$ cat src/rtl/dma_pkg.sv
package dma_pkg;
  typedef enum logic [2:0] {
    S_IDLE, S_WAIT, S_RD1, S_RD2, S_WR1, S_WR2
  } dma_state_e;

  localparam logic [1:0] REG_SRC  = 2'd0;
  localparam logic [1:0] REG_DST  = 2'd1;
  localparam logic [1:0] REG_CNT  = 2'd2;
  localparam logic [1:0] REG_CTRL = 2'd3;

  function automatic logic [2:0] unit_bytes(input logic [1:0] sz);
    case (sz)
      2'd0:    return 3'd1;
      2'd1:    return 3'd2;
      default: return 3'd4;
    endcase
  endfunction
endpackage

$ cat src/rtl/dma_split.sv
// Picks the next access of a unit: word if even and two bytes remain.
module dma_split #(
  parameter int AW = 16
) (
  input  logic [AW-1:0] base_i,
  input  logic [2:0]    idx_i,
  input  logic [2:0]    nbytes_i,
  output logic [AW-1:0] addr_o,
  output logic          two_o,
  output logic [2:0]    step_o,
  output logic          last_o
);
  logic [2:0] rem;
  always_comb begin
    addr_o = base_i + AW'(idx_i);
    rem    = nbytes_i - idx_i;
    two_o  = !addr_o[0] && (rem >= 3'd2);
    step_o = two_o ? 3'd2 : 3'd1;
    last_o = (idx_i + step_o) >= nbytes_i;
  end
endmodule

$ cat src/rtl/dma_lanes.sv
// Big-endian lane steering for write accesses.
module dma_lanes (
  input  logic       en_i,
  input  logic       odd_i,
  input  logic       two_i,
  input  logic [7:0] b0_i,
  input  logic [7:0] b1_i,
  output logic [15:0] data_o,
  output logic       hi_o,
  output logic       lo_o
);
  always_comb begin
    data_o = two_i ? {b0_i, b1_i} : {b0_i, b0_i};
    hi_o   = en_i && (two_i || !odd_i);
    lo_o   = en_i && (two_i || odd_i);
  end
endmodule

$ cat src/rtl/dma_steal_chan.sv
module dma_steal_chan
  import dma_pkg::*;
#(
  parameter int AW       = 16,
  parameter int CW       = 16,
  parameter int MIN_IDLE = 2
) (
  input  logic          clk_i,
  input  logic          rst_ni,
  input  logic          reg_we_i,
  input  logic [1:0]    reg_addr_i,
  input  logic [31:0]   reg_wdata_i,
  input  logic          bus_gnt_i,
  output logic          bus_req_o,
  output logic [AW-1:0] addr_o,
  output logic          rd_o,
  output logic          wr_hi_o,
  output logic          wr_lo_o,
  input  logic [15:0]   data_i,
  output logic [15:0]   data_o,
  output logic          tend_o
);
  localparam int GW = $clog2(MIN_IDLE + 1);

  dma_state_e       st_q;
  logic [AW-1:0]    src_q, dst_q;
  logic [CW-1:0]    cnt_q;
  logic [1:0]       size_q;
  logic             tend_en_q;
  logic [2:0]       idx_q;
  logic [GW-1:0]    gap_q;
  logic [3:0][7:0]  buf_q;

  logic [2:0]    nb;
  logic [AW-1:0] rd_addr, wr_addr;
  logic          rd_two, wr_two, rd_last, wr_last;
  logic [2:0]    rd_step, wr_step;
  logic          active, in_bus, start;
  logic [1:0]    bi0, bi1;

  assign nb     = unit_bytes(size_q);
  assign active = (st_q != S_IDLE);
  assign in_bus = (st_q == S_RD1) || (st_q == S_RD2) || (st_q == S_WR1) || (st_q == S_WR2);
  assign start  = reg_we_i && !active && (reg_addr_i == REG_CTRL) && reg_wdata_i[0];
  assign bi0    = idx_q[1:0];
  assign bi1    = idx_q[1:0] + 2'd1;

  dma_split #(.AW(AW)) u_rd_split (
    .base_i(src_q), .idx_i(idx_q), .nbytes_i(nb),
    .addr_o(rd_addr), .two_o(rd_two), .step_o(rd_step), .last_o(rd_last)
  );

  dma_split #(.AW(AW)) u_wr_split (
    .base_i(dst_q), .idx_i(idx_q), .nbytes_i(nb),
    .addr_o(wr_addr), .two_o(wr_two), .step_o(wr_step), .last_o(wr_last)
  );

  dma_lanes u_lanes (
    .en_i(st_q == S_WR2), .odd_i(wr_addr[0]), .two_i(wr_two),
    .b0_i(buf_q[bi0]), .b1_i(buf_q[bi1]),
    .data_o(data_o), .hi_o(wr_hi_o), .lo_o(wr_lo_o)
  );

  always_comb begin
    bus_req_o = in_bus || ((st_q == S_WAIT) && (gap_q == '0));
    addr_o    = ((st_q == S_WR1) || (st_q == S_WR2)) ? wr_addr : rd_addr;
    rd_o      = (st_q == S_RD2);
    tend_o    = tend_en_q && in_bus && (cnt_q == CW'(1));
  end

  always_ff @(posedge clk_i or negedge rst_ni) begin
    if (!rst_ni) begin
      st_q      <= S_IDLE;
      src_q     <= '0;
      dst_q     <= '0;
      cnt_q     <= '0;
      size_q    <= '0;
      tend_en_q <= 1'b0;
      idx_q     <= '0;
      gap_q     <= '0;
      buf_q     <= '0;
    end else begin
      case (st_q)
        S_IDLE: begin
          if (reg_we_i) begin
            case (reg_addr_i)
              REG_SRC: src_q <= reg_wdata_i[AW-1:0];
              REG_DST: dst_q <= reg_wdata_i[AW-1:0];
              REG_CNT: cnt_q <= reg_wdata_i[CW-1:0];
              default: begin
                size_q    <= (reg_wdata_i[2:1] == 2'd3) ? 2'd2 : reg_wdata_i[2:1];
                tend_en_q <= reg_wdata_i[3];
              end
            endcase
          end
          if (start && cnt_q != '0) begin
            st_q  <= S_WAIT;
            gap_q <= '0;
          end
        end
        S_WAIT: begin
          if (gap_q != '0) gap_q <= gap_q - GW'(1);
          else if (bus_gnt_i) begin
            st_q  <= S_RD1;
            idx_q <= '0;
          end
        end
        S_RD1: st_q <= S_RD2;
        S_RD2: begin
          if (rd_two) begin
            buf_q[bi0] <= data_i[15:8];
            buf_q[bi1] <= data_i[7:0];
          end else begin
            buf_q[bi0] <= rd_addr[0] ? data_i[7:0] : data_i[15:8];
          end
          if (rd_last) begin
            idx_q <= '0;
            st_q  <= S_WR1;
          end else begin
            idx_q <= idx_q + rd_step;
            st_q  <= S_RD1;
          end
        end
        S_WR1: st_q <= S_WR2;
        S_WR2: begin
          if (wr_last) begin
            idx_q <= '0;
            src_q <= src_q + AW'(nb);
            dst_q <= dst_q + AW'(nb);
            cnt_q <= cnt_q - CW'(1);
            if (cnt_q == CW'(1)) st_q <= S_IDLE;
            else begin
              st_q  <= S_WAIT;
              gap_q <= GW'(MIN_IDLE);
            end
          end else begin
            idx_q <= idx_q + wr_step;
            st_q  <= S_WR1;
          end
        end
        default: st_q <= S_IDLE;
      endcase
    end
  end

  // address held for both states, strobe in the second
  a_r3_read_hold: assert property (@(posedge clk_i) disable iff (!rst_ni)
    (st_q == S_RD1) |=> (rd_o && $stable(addr_o)));
  a_r3_write_hold: assert property (@(posedge clk_i) disable iff (!rst_ni)
    (st_q == S_WR1) |=> ((wr_hi_o || wr_lo_o) && $stable(addr_o)));
  // lanes follow address parity
  a_r5_hi_even: assert property (@(posedge clk_i) disable iff (!rst_ni)
    wr_hi_o |-> !addr_o[0]);
  a_r5_lo_odd: assert property (@(posedge clk_i) disable iff (!rst_ni)
    (wr_lo_o && !wr_hi_o) |-> addr_o[0]);
  // never read and write at once
  a_r2_one_dir: assert property (@(posedge clk_i) disable iff (!rst_ni)
    !(rd_o && (wr_hi_o || wr_lo_o)));
  // strobes only while the bus is requested
  a_r7_owned: assert property (@(posedge clk_i) disable iff (!rst_ni)
    (rd_o || wr_hi_o || wr_lo_o) |-> bus_req_o);
  // a release between units lasts more than one clock
  a_r8_gap: assert property (@(posedge clk_i) disable iff (!rst_ni)
    ($fell(bus_req_o) && st_q == S_WAIT) |=> !bus_req_o);
  // flag only inside owned cycles
  a_r9_tend_owned: assert property (@(posedge clk_i) disable iff (!rst_ni)
    tend_o |-> bus_req_o);
endmodule

$ cat config.mk
export PLATFORM = sky130hd
export DESIGN_NAME = dma_steal_chan
export DESIGN_NICKNAME = d
export VERILOG_FILES = /design/src/rtl/dma_pkg.sv /design/src/rtl/dma_split.sv /design/src/rtl/dma_lanes.sv /design/src/rtl/dma_steal_chan.sv
export SDC_FILE = /design/constraint.sdc
export NUM_CORES = 1
export LEC_CHECK = 0
export CORE_ASPECT_RATIO = 1.5
export CORE_MARGIN = 4
export CORE_UTILIZATION = 61
export CTS_BUF_LIST = sky130_fd_sc_hd__clkbuf_8 sky130_fd_sc_hd__clkbuf_16
export CTS_CLUSTER_SIZE = 28
export DETAILED_ROUTE_END_ITERATION = 8
export GPL_ROUTABILITY_DRIVEN = 0
export PLACE_DENSITY = 0.87
export SLEW_MARGIN = 20
export SYNTH_ARGS = -nofsm -noshare
export SYNTH_HDL_FRONTEND = slang
export SYNTH_SLANG_ARGS = --single-unit
export TNS_END_PERCENT = 100
$ cat constraint.sdc
create_clock -name clk_i -period 12.4 [get_ports clk_i]
set_clock_uncertainty 0.05 [all_clocks]
set_input_delay 1.86 -clock clk_i [delete_from_list [all_inputs] [get_ports clk_i]]
set_output_delay 1.86 -clock clk_i [all_outputs]
set_load 0.02 [all_outputs]
==> metrics <==
Die Span X=~96 um; worst hold path class=flip-flop to flip-flop; CTS Buf Count=9; initial antenna violation count=0; Die Y=around 140 um; CP peak stage delay=~0.83 ns; CTS H-tree depth=3; Routed WL=20.3 mm; Synth async-reset ratio=100%; unique cell type count in the Yosys netlist=73; core area=11200 sq um; status=finished, final reports clean; final setup vio count=0; minimum hold slack=~0.46 ns; FF+latch count, synth=between 90 and 100; Net Switching=between 0.001 and 0.0015 W; CP Launch Type=flip-flop; CTS Hold Bufs=0; # resized after CTS=0; Crit path required time=10.49 ns; DRC viols=0; switching fraction of total power=between 40% and 50%; PnR Total Power=around 0.0023 W; Max rail drop VDD=~0.15 mV; most common cell after layout, fill and taps aside=nor2_1; Tmin final=between 5 and 6 ns; CP arrival=roughly 4 ns; Reg-to-Reg End=src_q[9]$_DFFE_PN0P_; total nets after synthesis=roughly 900; clk root buf=clkbuf_16; first-pass GRT wire length=~33 mm; pwr/cell area=about 290 nW/um^2; Port Buffer Count=74; Starting Density=a little over three fifths; RSZ-0062 raised after global routing=no; CP startpoint=idx_q[1]$_DFFE_PN0P_; I/O pin count=91; Fmax achieved=0.168 GHz; part of the power in combinational logic=roughly 62%; CP Max Fanout=16; Slowest-stage cell, CP=dfrtp_1; clock-pin slew of the registers on the worst-case setup and hold paths=approximately 0.070 ns; CP cell instances=xnor2_1 -> ha_1 -> and2_1 -> a21oi_1 -> xor2_1 -> nand2b_1 -> nand2b_1 -> mux2_2 -> clkdlybuf4s50_1; row cnt=47; fin crit share=47.9%; total grt overflow=0; Max clock buf depth=2; cells after synthesis=812; ant diodes=0; critical path endpoint category=output pin; sequential fraction of the synthesis area=around a third; Pins Over Slew Limit=0; r2r setup slk=~6.7 ns; syn_area_per_cell=between 8 and 9 sq um; synthesized cell area=7060 sq um; Layout Nets=between 900 and 1000; worst slew pin tran=between 1 and 1.5 ns; crit path kind=flip-flop to output pin; most frequent cells in the layout=nor2_1, dfrtp_1, a21oi_1; vias per cell=slightly below 7; antenna-violating nets left=0; Clock Latency Late Sink=0.35 ns; Setup Total Neg Slack=0 ns; share of cells above drive strength 1=around 7.9%; LEAKAGE=around 3.3 nW; clock power share=11.4%; # Max-Cap Violations=0; Sequential Power Share=a little over a quarter; Post-CTS Setup Bufs=0; Relative slew margins=between 15 and 20%; CTS tree=yes; CP endpoint=data_o[3]; DR WL/cell=just over 20 um; Final HPWL DP=14.6 mm; Synth warnings=0; Primary FF master, synth=dfrtp_1; pin count of the biggest net entering global routing=72; Layout area overhead=14.5%; CTS Sinks=91; internal power=about 0.0012 W; critical path's most frequent cell=nand2b_1; Final Hold Vio Count=0; Die Area=around 13000 sq um; GR Util All Layers=31.1%; number of DRC markers in iteration 0=454; vias in the first global route=between 6000 and 7000; Post-synth EDFFs=0; vias=roughly 6800; R2R cell count=16; origin of the critical flop-to-flop path=idx_q[1]$_DFFE_PN0P_; drt pass-1 iters=5
==> layout make-up <==
| class | instances | area [sq um] |
|---|---|---|
| fill | 844 | 3090 |
| timing repair buffer | 82 | 798 |
| clock inverter | 6 | 40.0 |
| inverter | 25 | 93.8 |
| clock buffer | 10 | 239 |
| sequential | 91 | 2280 |
| multi-input combinational | 647 | 4450 |
| tap | 147 | 184 |
==> per-stage QoR <==
step / util [%] / std cells / worst slack (ns) / area, sq um
after floorplan: - / 812 / 7.40 / 7060
after global routing: 72.3 / 1008 / 6.34 / 8080
after CTS: 72.3 / 1008 / 6.49 / 8080
after global placement: 69.8 / 992 / 6.96 / 7800
after detailed placement: 69.8 / 992 / 6.79 / 7800
final: 72.3 / 1008 / 6.46 / 8080
==> how the worst min path moves through the flow <==
stage / from / endpoint / slack, ns / cells past startpoint
3_5_place_dp: tend_en_q$_DFFE_PN0P_ / tend_en_q$_DFFE_PN0P_ / 0.45 / 1
5_1_grt: cnt_q[15]$_DFFE_PN0P_ / cnt_q[15]$_DFFE_PN0P_ / 0.48 / 1
4_1_cts: cnt_q[15]$_DFFE_PN0P_ / cnt_q[15]$_DFFE_PN0P_ / 0.46 / 1
3_3_place_gp: cnt_q[15]$_DFFE_PN0P_ / cnt_q[15]$_DFFE_PN0P_ / 0.41 / 1
6_report: tend_en_q$_DFFE_PN0P_ / tend_en_q$_DFFE_PN0P_ / 0.46 / 1
2_1_floorplan: cnt_q[15]$_DFFE_PN0P_ / cnt_q[15]$_DFFE_PN0P_ / 0.39 / 1
==> power groups by stage <==
stage	sequential (W)	clock [W]	combinational, W
after floorplan	0.000537	0	0.00105
after global placement	0.000597	0	0.00136
after detailed placement	0.000613	0	0.00141
after CTS	0.000609	0.000267	0.00142
after global routing	0.000636	0.000280	0.00156
final	0.000617	0.000265	0.00143
==> worst max-delay path, delay by kind of cell (launching register included) <==
kind | cells | cell delay, ns
buf+inv | 1 | 0.54
simple gates | 3 | 0.95
flops | 1 | 0.83
compound gates | 1 | 0.20
xor+xnor | 2 | 0.46
mux | 1 | 0.42
fa+ha+maj | 1 | 0.27
==> state kept, by name, summed over array words and instances (netlist names) <==
name / count
st_q: 3
buf_q: 32
idx_q: 3
cnt_q: 16
tend_en_q: 1
src_q: 16
size_q: 2
dst_q: 16
gap_q: 2
==> metal layers <==
metal	vias up	part of all wire, %	global-route usage (%)
met4	0	6.3	19.7
met2	345	52	53.2
met5	-	0	0
met1	3263	36	35.0
met3	100	5.9	4.81
li1	3084	-	-
==> synthesized netlist by cell type, types with 4 or more instances <==
| library cell | count | area (sq um) |
|---|---|---|
| o22ai_1 | 4 | 25.0 |
| a21o_1 | 11 | 82.6 |
| a22oi_1 | 35 | 263 |
| buf_2 | 8 | 40.0 |
| o31ai_1 | 4 | 30.0 |
| ha_1 | 26 | 325 |
| xnor2_1 | 23 | 201 |
| fa_1 | 4 | 80.1 |
| clkbuf_1 | 32 | 120 |
| a31oi_1 | 29 | 181 |
| nor3_2 | 4 | 40.0 |
| a2bb2oi_1 | 5 | 43.8 |
| dfrtp_1 | 91 | 2280 |
| nor2_1 | 109 | 409 |
| nand3_1 | 12 | 60.1 |
| and4_1 | 4 | 35.0 |
| mux2_1 | 5 | 56.3 |
| xor2_1 | 14 | 123 |
| buf_6 | 4 | 45.0 |
| o21ai_1 | 17 | 85.1 |
| o211ai_1 | 4 | 30.0 |
| o22a_1 | 28 | 245 |
| nand2_1 | 66 | 248 |
| mux2i_1 | 5 | 50.1 |
| nand4b_1 | 5 | 43.8 |
| nor3b_4 | 4 | 75.1 |
| buf_4 | 4 | 30.0 |
| inv_1 | 25 | 93.8 |
| nor2b_1 | 10 | 62.6 |
| o21ai_0 | 33 | 165 |
| mux4_2 | 16 | 360 |
| and3_1 | 5 | 31.3 |
| nand2b_1 | 6 | 37.5 |
| nor3_1 | 6 | 30.0 |
| and2_1 | 8 | 50.1 |
| nor4_1 | 7 | 43.8 |
| mux2_2 | 5 | 56.3 |
| nand4_1 | 6 | 37.5 |
| a21oi_1 | 79 | 395 |
==> cell families (layout without fill, tap and decap cells) <==
group | Yosys count | count (layout) | share of synthesized area, %
adders and majority gates | 31 | 31 | 5.89
xor gates and xnor gates | 37 | 37 | 4.59
AOI/OAI and AO/OA | 276 | 276 | 25.7
muxes | 31 | 31 | 7.41
DFF | 91 | 91 | 32.3
and+or+nand+nor | 272 | 272 | 19.4
buffers and inverters | 74 | 123 | 4.72
Power figures use the tool's default switching activity.
